[src/rtl/fcd_pkg.sv]
package fcd_pkg;
  localparam int KEYW = 11;
  localparam logic [KEYW-1:0] KEY_A = 11'h555;
  localparam logic [KEYW-1:0] KEY_B = 11'h2AA;

  typedef enum logic [2:0] {
    MD_READ = 3'd0, MD_ASEL = 3'd1, MD_BYP = 3'd2, MD_PGM = 3'd3,
    MD_CHIP = 3'd4, MD_BLK = 3'd5, MD_SUSP = 3'd6
  } mode_e;

  typedef enum logic [2:0] {
    SQ_IDLE, SQ_K1, SQ_K2, SQ_PGM, SQ_E1, SQ_E2, SQ_E3, SQ_BX
  } step_e;

  typedef enum logic [1:0] {
    RS_ARRAY = 2'd0, RS_ID = 2'd1, RS_STAT = 2'd2
  } rdsrc_e;

  typedef struct packed {
    logic key1;
    logic key2;
    logic at_a;
    logic c_f0;
    logic c_90;
    logic c_a0;
    logic c_20;
    logic c_80;
    logic c_10;
    logic c_30;
    logic c_b0;
    logic c_00;
  } tok_t;

  function automatic logic is_running(input mode_e m);
    return (m == MD_PGM) || (m == MD_CHIP) || (m == MD_BLK);
  endfunction

  function automatic logic [7:0] prot_code(input logic p);
    return {7'b0, p};
  endfunction
endpackage

[src/rtl/fcd_wrdec.sv]
module fcd_wrdec
  import fcd_pkg::*;
(
  input  logic [KEYW-1:0] key_addr,
  input  logic [7:0]      data,
  output tok_t            tok
);
  logic at_a, at_b;
  assign at_a = (key_addr == KEY_A);
  assign at_b = (key_addr == KEY_B);

  always_comb begin
    tok.key1 = at_a && (data == 8'hAA);
    tok.key2 = at_b && (data == 8'h55);
    tok.at_a = at_a;
    tok.c_f0 = (data == 8'hF0);
    tok.c_90 = (data == 8'h90);
    tok.c_a0 = (data == 8'hA0);
    tok.c_20 = (data == 8'h20);
    tok.c_80 = (data == 8'h80);
    tok.c_10 = (data == 8'h10);
    tok.c_30 = (data == 8'h30);
    tok.c_b0 = (data == 8'hB0);
    tok.c_00 = (data == 8'h00);
  end
endmodule

[src/rtl/fcd_ctrl.sv]
module fcd_ctrl
  import fcd_pkg::*;
#(
  parameter int BW = 3,
  localparam int NBLK = 1 << BW
) (
  input  logic            clk,
  input  logic            rst_n,
  input  logic            wr_stb,
  input  tok_t            tok,
  input  logic [BW-1:0]   wr_blk,
  input  logic [NBLK-1:0] blk_prot,
  input  logic            ctl_busy,
  input  logic            ctl_err,
  output mode_e           mode_q,
  output logic [BW-1:0]   run_blk,
  output logic            pgm_req,
  output logic            chip_req,
  output logic            blk_req,
  output logic            susp_req,
  output logic            res_req,
  output logic            rst_req,
  output logic            seq_break
);
  step_e         step_q, step_d;
  mode_e         mode_d;
  logic          home_byp_q, home_byp_d;
  logic          fresh_q, fresh_d;
  logic [BW-1:0] blk_q, blk_d;
  mode_e         home_mode;
  logic          prot_hit;

  assign home_mode = home_byp_q ? MD_BYP : MD_READ;
  assign prot_hit  = blk_prot[wr_blk];
  assign run_blk   = blk_q;

  always_comb begin
    mode_d = mode_q; step_d = step_q; home_byp_d = home_byp_q;
    fresh_d = 1'b0; blk_d = blk_q;
    pgm_req = 1'b0; chip_req = 1'b0; blk_req = 1'b0;
    susp_req = 1'b0; res_req = 1'b0; rst_req = 1'b0; seq_break = 1'b0;
    if (is_running(mode_q) && !fresh_q && !ctl_busy && !ctl_err) begin
      mode_d = home_mode;
      step_d = SQ_IDLE;
    end else if (wr_stb) begin
      if (ctl_err) begin
        if (tok.c_f0) begin
          rst_req = 1'b1; mode_d = home_mode; step_d = SQ_IDLE;
        end
      end else begin
        unique case (mode_q)
          MD_PGM, MD_CHIP: ;
          MD_BLK: begin
            if (tok.c_b0) begin
              susp_req = 1'b1; mode_d = MD_SUSP;
            end else if (tok.c_f0) begin
              rst_req = 1'b1; mode_d = MD_READ;
            end
          end
          MD_SUSP: begin
            if (tok.c_30) begin
              res_req = 1'b1; mode_d = MD_BLK; fresh_d = 1'b1;
            end
          end
          MD_BYP: begin
            step_d = SQ_IDLE;
            if (step_q == SQ_PGM) begin
              if (!prot_hit) begin
                pgm_req = 1'b1; mode_d = MD_PGM; fresh_d = 1'b1;
              end
            end else if (step_q == SQ_BX) begin
              if (tok.c_00) begin
                mode_d = MD_READ; home_byp_d = 1'b0;
              end
            end else if (tok.c_a0) step_d = SQ_PGM;
            else if (tok.c_90) step_d = SQ_BX;
          end
          default: begin
            step_d = SQ_IDLE;
            seq_break = 1'b0;
            unique case (step_q)
              SQ_IDLE:
                if (tok.c_f0) mode_d = MD_READ;
                else if (tok.key1) step_d = SQ_K1;
                else seq_break = 1'b1;
              SQ_K1:
                if (tok.key2) step_d = SQ_K2;
                else seq_break = 1'b1;
              SQ_K2:
                if (tok.c_f0) mode_d = MD_READ;
                else if (tok.at_a && tok.c_90) mode_d = MD_ASEL;
                else if (tok.at_a && tok.c_a0) step_d = SQ_PGM;
                else if (tok.at_a && tok.c_20) begin
                  mode_d = MD_BYP; home_byp_d = 1'b1;
                end else if (tok.at_a && tok.c_80) step_d = SQ_E1;
                else seq_break = 1'b1;
              SQ_PGM:
                if (prot_hit) mode_d = MD_READ;
                else begin
                  pgm_req = 1'b1; mode_d = MD_PGM; fresh_d = 1'b1;
                end
              SQ_E1:
                if (tok.key1) step_d = SQ_E2;
                else seq_break = 1'b1;
              SQ_E2:
                if (tok.key2) step_d = SQ_E3;
                else seq_break = 1'b1;
              SQ_E3:
                if (tok.at_a && tok.c_10) begin
                  chip_req = 1'b1; mode_d = MD_CHIP; fresh_d = 1'b1;
                end else if (tok.c_30) begin
                  blk_req = 1'b1; mode_d = MD_BLK; fresh_d = 1'b1; blk_d = wr_blk;
                end else seq_break = 1'b1;
              default: seq_break = 1'b1;
            endcase
            if (seq_break) mode_d = MD_READ;
          end
        endcase
      end
    end
  end

  always_ff @(posedge clk) begin
    if (!rst_n) begin
      mode_q <= MD_READ; step_q <= SQ_IDLE; home_byp_q <= 1'b0;
      fresh_q <= 1'b0; blk_q <= '0;
    end else begin
      mode_q <= mode_d; step_q <= step_d; home_byp_q <= home_byp_d;
      fresh_q <= fresh_d; blk_q <= blk_d;
    end
  end
endmodule

[src/rtl/fcd_rdmux.sv]
module fcd_rdmux
  import fcd_pkg::*;
#(
  parameter int BW = 3,
  localparam int NBLK = 1 << BW
) (
  input  mode_e           mode_q,
  input  logic [BW-1:0]   rd_blk,
  input  logic [1:0]      rd_low,
  input  logic [BW-1:0]   run_blk,
  input  logic [NBLK-1:0] blk_prot,
  output rdsrc_e          src,
  output logic [7:0]      id_byte
);
  always_comb begin
    if (mode_q == MD_ASEL) src = RS_ID;
    else if (is_running(mode_q)) src = RS_STAT;
    else if (mode_q == MD_SUSP && rd_blk == run_blk) src = RS_STAT;
    else src = RS_ARRAY;
  end

  assign id_byte = (mode_q == MD_ASEL && rd_low == 2'b10) ? prot_code(blk_prot[rd_blk]) : 8'h00;
endmodule

[src/rtl/flash_cmd_decoder.sv]
module flash_cmd_decoder
  import fcd_pkg::*;
#(
  parameter int AW = 19,
  parameter int BLK_LSB = 16,
  localparam int BW = AW - BLK_LSB,
  localparam int NBLK = 1 << BW
) (
  input  logic            clk,
  input  logic            rst_n,
  input  logic            wr_stb,
  input  logic [AW-1:0]   wr_addr,
  input  logic [7:0]      wr_data,
  input  logic [AW-1:0]   rd_addr,
  input  logic            ctl_busy,
  input  logic            ctl_err,
  input  logic [NBLK-1:0] blk_prot,
  output logic            pgm_req,
  output logic            chip_erase_req,
  output logic            blk_erase_req,
  output logic            suspend_req,
  output logic            resume_req,
  output logic            reset_req,
  output logic [AW-1:0]   tgt_addr,
  output logic [7:0]      tgt_data,
  output logic [1:0]      rd_src,
  output logic [7:0]      id_byte,
  output logic [2:0]      mode
);
  tok_t          tok;
  mode_e         mode_q;
  rdsrc_e        src;
  logic [BW-1:0] run_blk;
  logic          seq_break;

  fcd_wrdec u_wrdec (
    .key_addr(wr_addr[KEYW-1:0]), .data(wr_data), .tok(tok)
  );

  fcd_ctrl #(.BW(BW)) u_ctrl (
    .clk(clk), .rst_n(rst_n), .wr_stb(wr_stb), .tok(tok),
    .wr_blk(wr_addr[AW-1:BLK_LSB]), .blk_prot(blk_prot),
    .ctl_busy(ctl_busy), .ctl_err(ctl_err), .mode_q(mode_q), .run_blk(run_blk),
    .pgm_req(pgm_req), .chip_req(chip_erase_req), .blk_req(blk_erase_req),
    .susp_req(suspend_req), .res_req(resume_req), .rst_req(reset_req),
    .seq_break(seq_break)
  );

  fcd_rdmux #(.BW(BW)) u_rdmux (
    .mode_q(mode_q), .rd_blk(rd_addr[AW-1:BLK_LSB]), .rd_low(rd_addr[1:0]),
    .run_blk(run_blk), .blk_prot(blk_prot), .src(src), .id_byte(id_byte)
  );

  assign tgt_addr = wr_addr;
  assign tgt_data = wr_data;
  assign rd_src   = src;
  assign mode     = mode_q;
endmodule

[config.mk]
export PLATFORM = sky130hd
export DESIGN_NAME = flash_cmd_decoder
export DESIGN_NICKNAME = d
export VERILOG_FILES = /design/src/rtl/fcd_pkg.sv /design/src/rtl/fcd_wrdec.sv /design/src/rtl/fcd_ctrl.sv /design/src/rtl/fcd_rdmux.sv /design/src/rtl/flash_cmd_decoder.sv
export SDC_FILE = /design/constraint.sdc
export NUM_CORES = 1
export LEC_CHECK = 0
export ABC_CLOCK_PERIOD_IN_PS = 4000
export BUFFER_PORTS_ARGS = -buffer_cell sky130_fd_sc_hd__buf_2
export CORE_AREA = 5 5 71 73
export CTS_CLUSTER_SIZE = 40
export DETAILED_ROUTE_END_ITERATION = 6
export DIE_AREA = 0 0 76 78
export GPL_ROUTABILITY_DRIVEN = 0
export PLACE_DENSITY = 0.91
export SLEW_MARGIN = 20
export SYNTH_ARGS = -nofsm -noshare
export SYNTH_HDL_FRONTEND = slang
export SYNTH_SLANG_ARGS = --single-unit
[constraint.sdc]
create_clock -name clk -period 4 [get_ports clk]
set_clock_uncertainty 0.15 [all_clocks]
set_input_delay 0.6 -clock clk [delete_from_list [all_inputs] [get_ports clk]]
set_output_delay 0.6 -clock clk [all_outputs]
set_load 0.03 [all_outputs]
* Yosys cells after proc, flatten, opt, wreduce, memory -nomap -nowiden
Index checks and enable logic that the tools add are counted.
Word-level totals: flip-flop bits (word level) 11, output and inout port bits 46, bits in latches 0, memories 0, memory bits (read-only) 0, word-level logic and storage cells 198, bits of input ports 59, bits in writable memories 0
Cells by class: $add $sub $neg 0, muxes and demuxes 108, shifts and indexed selects 0, bitwise operators 7, reduce and logical (&&, ||, !) cells 34, multiply operators 0, eq/ne operators 42, $lt $le $gt $ge 2, div/mod/pow operators 0
Operators by type and width (number):
- 3-bit two-way mux | 31
- 1-bit two-way mux | 61
- 8-bit equality test, second input constant | 6
- 3-bit one-hot mux with 4 select lines | 2
- 3-bit equality test, second input constant | 7
- 8-bit by 6-bit equality test with 1-bit output, second input constant | 2
- 3-bit one-hot mux with 5 select lines | 1
- 3-bit by 2-bit equality test with 1-bit output, second input constant | 4
- 1-bit logical AND | 12
- 2-bit two-way mux | 6
- 12-bit AND reduction | 1
- 11-bit by 10-bit equality test with 1-bit output, second input constant | 1
- 11-bit equality test, second input constant | 1
- 10-bit nonzero test | 1
- 9-bit by 2-bit != test with 1-bit output, second input constant | 1
- 9-bit by 6-bit != test with 1-bit output, second input constant | 1
- 9-bit AND reduction | 1
- 8-bit by 5-bit equality test with 1-bit output, second input constant | 1
- 8-bit by 7-bit equality test with 1-bit output, second input constant | 1
- 8-bit zero test | 1
- 3-bit by 4-bit less-than comparator with 1-bit output, second input constant | 2
- 2-bit by 1-bit != test with 1-bit output, second input constant | 4
- 2-bit != test, second input constant | 4
- 4-bit OR reduction | 2
- other kinds (23) | 39

* Logic depth before layout (Yosys ltp)
depth after elaboration 17, depth in mapped cells 9, mapped depth without buffers 7

* Hierarchy
From an unflattened synthesis, not the netlist that was laid out.
Second synthesis, totals: cells, all modules 251, area total of the unflattened synthesis 1894.3 sq um
By module, submodules not included:
- fcd_ctrl | instances 1, cells each 171, seq. area each 220.2 sq um, area each 1285.0 sq um
- fcd_wrdec | instances 1, cells each 33, seq. area each 0.0 sq um, area each 219.0 sq um
- flash_cmd_decoder | instances 1, cells each 27, seq. area each 0.0 sq um, area each 202.7 sq um
- fcd_rdmux | instances 1, cells each 20, seq. area each 0.0 sq um, area each 187.7 sq um

* Worst setup path after synthesis
Ideal clock, no wire load.
kind reg-to-output, from reg u_ctrl.mode_q[1], to out id_byte[0], cell stages (with the launch flop) 6, path slack 0.500 ns, arrival 2.750 ns, buffers on the path 1, required time 3.250 ns, cells stage by stage dfxtp_1 -> clkdlybuf4s50_2 -> inv_1 -> nand2_1 -> nor2_1 -> nor4bb_1
Between the ends: word-level cells in the longest chain between the ends 3
RTL lines:
- start: declaration | RTL line fcd_ctrl.sv:15 | output mode_e mode_q,
- start signal: assignment | RTL line fcd_ctrl.sv:128 | mode_q <= mode_d; step_q <= step_d; home_byp_q <= home_byp_d;
- 3-bit by 1-bit equality test with 1-bit output | RTL line fcd_rdmux.sv:22 | assign id_byte = (mode_q == MD_ASEL && rd_low == 2'b10) ? prot_code(blk_prot[rd_blk]) : 8'h00;
- 1-bit logical AND | RTL line fcd_rdmux.sv:22
- 1-bit two-way mux | RTL line fcd_rdmux.sv:22
- end: declaration | RTL line flash_cmd_decoder.sv:27 | output logic [7:0] id_byte,
No other way between the ends.

* Worst setup path after layout
from in wr_data[1], to out blk_erase_req
Between the ends: word-level cells in the longest chain between the ends 8, elaborated cells between the ends (all ways) 10, classes of those cells eq/ne (2); mux (7); reduce/logical (1)
RTL lines:
- start: declaration | RTL line flash_cmd_decoder.sv:13 | input logic [7:0] wr_data,
- 8-bit by 6-bit equality test with 1-bit output / 8-bit by 5-bit equality test with 1-bit output (equally long branches) | RTL line fcd_wrdec.sv:22, fcd_wrdec.sv:21
- 1-bit two-way mux / 1-bit logical AND (equally long branches) | RTL line fcd_ctrl.sv:111, fcd_ctrl.sv:109
- 1-bit two-way mux (*) | RTL line fcd_ctrl.sv:109 | if (tok.at_a && tok.c_10) begin
- 1-bit two-way mux (*) | RTL line fcd_ctrl.sv:81 | unique case (step_q)
- 1-bit two-way mux (*) | RTL line fcd_ctrl.sv:51 | unique case (mode_q)
- 1-bit two-way mux (*) | RTL line fcd_ctrl.sv:46 | if (ctl_err) begin
- 1-bit two-way mux (*) | RTL line fcd_ctrl.sv:45 | end else if (wr_stb) begin
- 1-bit two-way mux (*) | RTL line fcd_ctrl.sv:42 | if (is_running(mode_q) && !fresh_q && !ctl_busy && !ctl_err) begin
- end: declaration | RTL line flash_cmd_decoder.sv:20 | output logic blk_erase_req,
Mark *: on every way between the ends. The rest lies on a longest branch, timed or not.

==> summary.md <==
| Metric | Value |
|---|---|
| Final setup violation count | `0` |
| Max_slew headroom | `60.2%` |
| GRT Overall Usage | `16.0%` |
| Detailed Route WL | `5340 µm` |
| First-pass GRT wire length | `8310 µm` |
| Worst Setup SP | `wr_data[1]` |
| Sequential area share after synthesis | `11.8%` |
| Pre-CTS setup slack | `0.564 ns` |
| Ys flop type | `dfxtp_1` |
| Buffers added on ports | `73` |
| Clk sinks | `11` |
| Max clock buf depth | `2` |
| Antenna violations before repair | `0` |
| EDFF count, synth | `0` |
| TritonCTS buffer count | `3` |
| Area of the multi-input gates | `1270 µm²` |
| Int Power | `approximately 0.00023 W` |
| Syn Area/Cell | `7.50 µm²` |
| Reg-to-Reg End | `u_ctrl.mode_q[0]` |
| Post-CTS sizing | `0` |
| NetSw | `0.000133 W` |
| CP Capture Type | `output pin` |
| Worst-path fanout max | `5` |
| Share of cells above drive strength 1 | `33.9%` |
| CTS tree | `built` |
| HP Class | `reg -> reg` |
| # rows | `24` |
| Leak | `approximately 0.78 nW` |
| CP arrival | `~2.7 ns` |
| Worst hold path startpoint | `u_ctrl.home_byp_q` |
| Detail Route Antenna Nets | `0` |
| Post-CTS Setup Inserts | `0` |
| Placed instance area | `roughly 2000 µm²` |
| Num ports | `roughly 110` |
| PnR worst setup slack | `0.565 ns` |
| Worst Reg-to-Reg Cells | `7` |
| N_diodes | `0` |
| Cell variety after synth | `62` |
| Reg2reg start | `u_ctrl.step_q[1]` |
| Die Wd | `between 70 and 80 µm` |
| Sw frac | `37.0%` |
| DR DRC count | `1` |
| Initial Util | `43.5%` |
| Fill cells | `401` |
| Largest net degree at the start of global routing | `19` |
| Most frequent cells in the layout | `buf_2, nand2_1, nor2_1, o21ai_0` |
| R2R setup slack | `1.32 ns` |
| Final #Nets | `approximately 350` |
| Failing checks | `DRC` |
| Logic pwr share | `36.9%` |
| Commonest non-fill, non-tap cell in the layout | `buf_2` |
| Period utilization | `85.9%` |
| Setup_tns | `0 ns` |
| Fin. Hold Viols | `0` |
| Cell count after synthesis | `249` |
| Vias in the first global route | `about 2,000` |
| DR WL/cell | `15.8 µm` |
| Chip height | `~80 µm` |
| Cell area after synthesis | `1870 µm²` |
| CP required | `~3.3 ns` |
| Synthesis warning total | `0` |
| Worst-skew pair later-pin latency | `0.24 ns` |
| Clock-pin slew on the worst setup and hold paths | `0.05 ns` |
| Worst setup path endpoint | `blk_erase_req` |
| PD cells | `between 150 and 200 nW/µm²` |
| Status | `finished with violations` |
| Detailed-route via count | `2,133` |
| Flop pwr share | `around a third` |
| Total power | `0.000359 W` |
| Worst VDD drop | `0.0984 mV` |
| Async set-or-reset flop fraction in the synthesized netlist | `0%` |
| Initial DRC Count | `398` |
| Core Region | `approximately 4300 µm²` |
| HPWL reported at the end of detailed placement | `4260 µm` |
| Fmax | `0.291 GHz` |
| Clock root buffer | `clkbuf_8` |
| Min Clock Period, post-route | `3.44 ns` |
| End-of-flow core utilization | `a little under half` |
| Grt total ovfl | `0` |
| RSZ-0062 raised after global routing | `false` |
| Fin area | `2000 µm²` |
| 1st-pass router iterations | `7` |
| Post-synthesis register bit count | `11` |
| # H-tree levels | `1` |
| Via density | `6.31` |
| Seq. cell area | `roughly 220 µm²` |
| Worst slew pin tran | `approximately 0.60 ns` |
| # hold bufs at CTS | `0` |
| Clock power share | `31.7%` |
| Crit Path Class | `in -> out` |
| Layout area overhead | `7.17%` |
| Die area | `5930 µm²` |
| Max-slew violation count | `0` |
| Max-cap violations | `0` |
| Startpoint types | `primary input` |
-- critical path, cell delays in order --
cell     delay, ns
buf_2         0.12
or4_1         0.65
nor3_1        0.46
nand2_1       0.22
nor3_1        0.24
buf_4         0.18
buf_2         0.20
-- metal layers --
metal	GRT usage, %	share of wire (%)	vias to the layer above
met4	8.01	3.6	0
met3	3.24	12	38
li1	-	-	975
met5	0	0	-
met1	19.7	37	939
met2	26.5	47	181
-- synthesized netlist by cell type (4+ instances only) --
library cell	n	area [µm²]
nor3_1	10	50.1
nand2b_1	10	62.6
o21ai_0	16	80.1
nand4_1	4	25.0
o22ai_1	4	25.0
nor4_1	5	31.3
dfxtp_1	11	220
mux4_2	4	90.1
o211ai_1	4	30.0
inv_1	7	26.3
clkbuf_1	4	15.0
nand3b_1	4	30.0
a211oi_1	6	45.0
buf_6	6	67.6
nand2_1	20	75.1
nand3_1	9	45.0
nor2_1	16	60.1
a21oi_1	11	55.1
buf_4	34	255
mux2i_1	5	50.1
-- cell type report --
| cell class | instances | area share (%) |
|---|---|---|
| clock inverters | 1 | 0.250 |
| clock buffers | 3 | 2.06 |
| inverters | 7 | 1.31 |
| multi-input cells | 190 | 63.5 |
| well taps | 52 | 3.25 |
| repair buffers | 74 | 18.6 |
| flip-flops and latches | 11 | 11.0 |
-- stage by stage --
step	hold slack, ns	cells
finish	0.327	338
global route	0.357	338
CTS	0.329	338
detailed placement	0.319	334
global placement	0.321	334
floorplan	0.304	255
-- state kept, by name (all words and copies together) (netlist names) --
signal and cells:
u_ctrl.run_blk 3, u_ctrl.mode_q 3, u_ctrl.home_byp_q 1, u_ctrl.step_q 3
u_ctrl.fresh_q 1
-- power by group through the flow --
| stage | clock [W] | combinational [W] | sequential [W] |
|---|---|---|---|
| global route | 0.000119 | 0.000141 | 0.000113 |
| finish | 0.000114 | 0.000133 | 0.000113 |
| floorplan | 0 | 0.000119 | 0.000114 |
| global placement | 0 | 0.000128 | 0.000115 |
| CTS | 0.000115 | 0.000131 | 0.000112 |
| detailed placement | 0 | 0.000131 | 0.000115 |
-- cell families after synthesis --
kind of cell           count (synthesis)  share of synthesized area (%)
XOR/XNOR                               3                           1.41
flip-flops                            11                           11.8
other                                  1                          0.201
multiplexers                           9                           7.50
AND/OR/NAND/NOR                      108                           34.9
buffers and inverters                 54                           21.4
AO/OA/AOI/OAI                         63                           22.8
-- how the worst min path moves through the flow --
stage | end | cells after the start
after floorplan | u_ctrl.home_byp_q | 2
after global placement | u_ctrl.home_byp_q | 2
after detailed placement | u_ctrl.home_byp_q | 2
after CTS | u_ctrl.home_byp_q | 2
after global routing | u_ctrl.home_byp_q | 2
final | u_ctrl.home_byp_q | 2
Note: power is estimated with default switching activity, not from simulation.
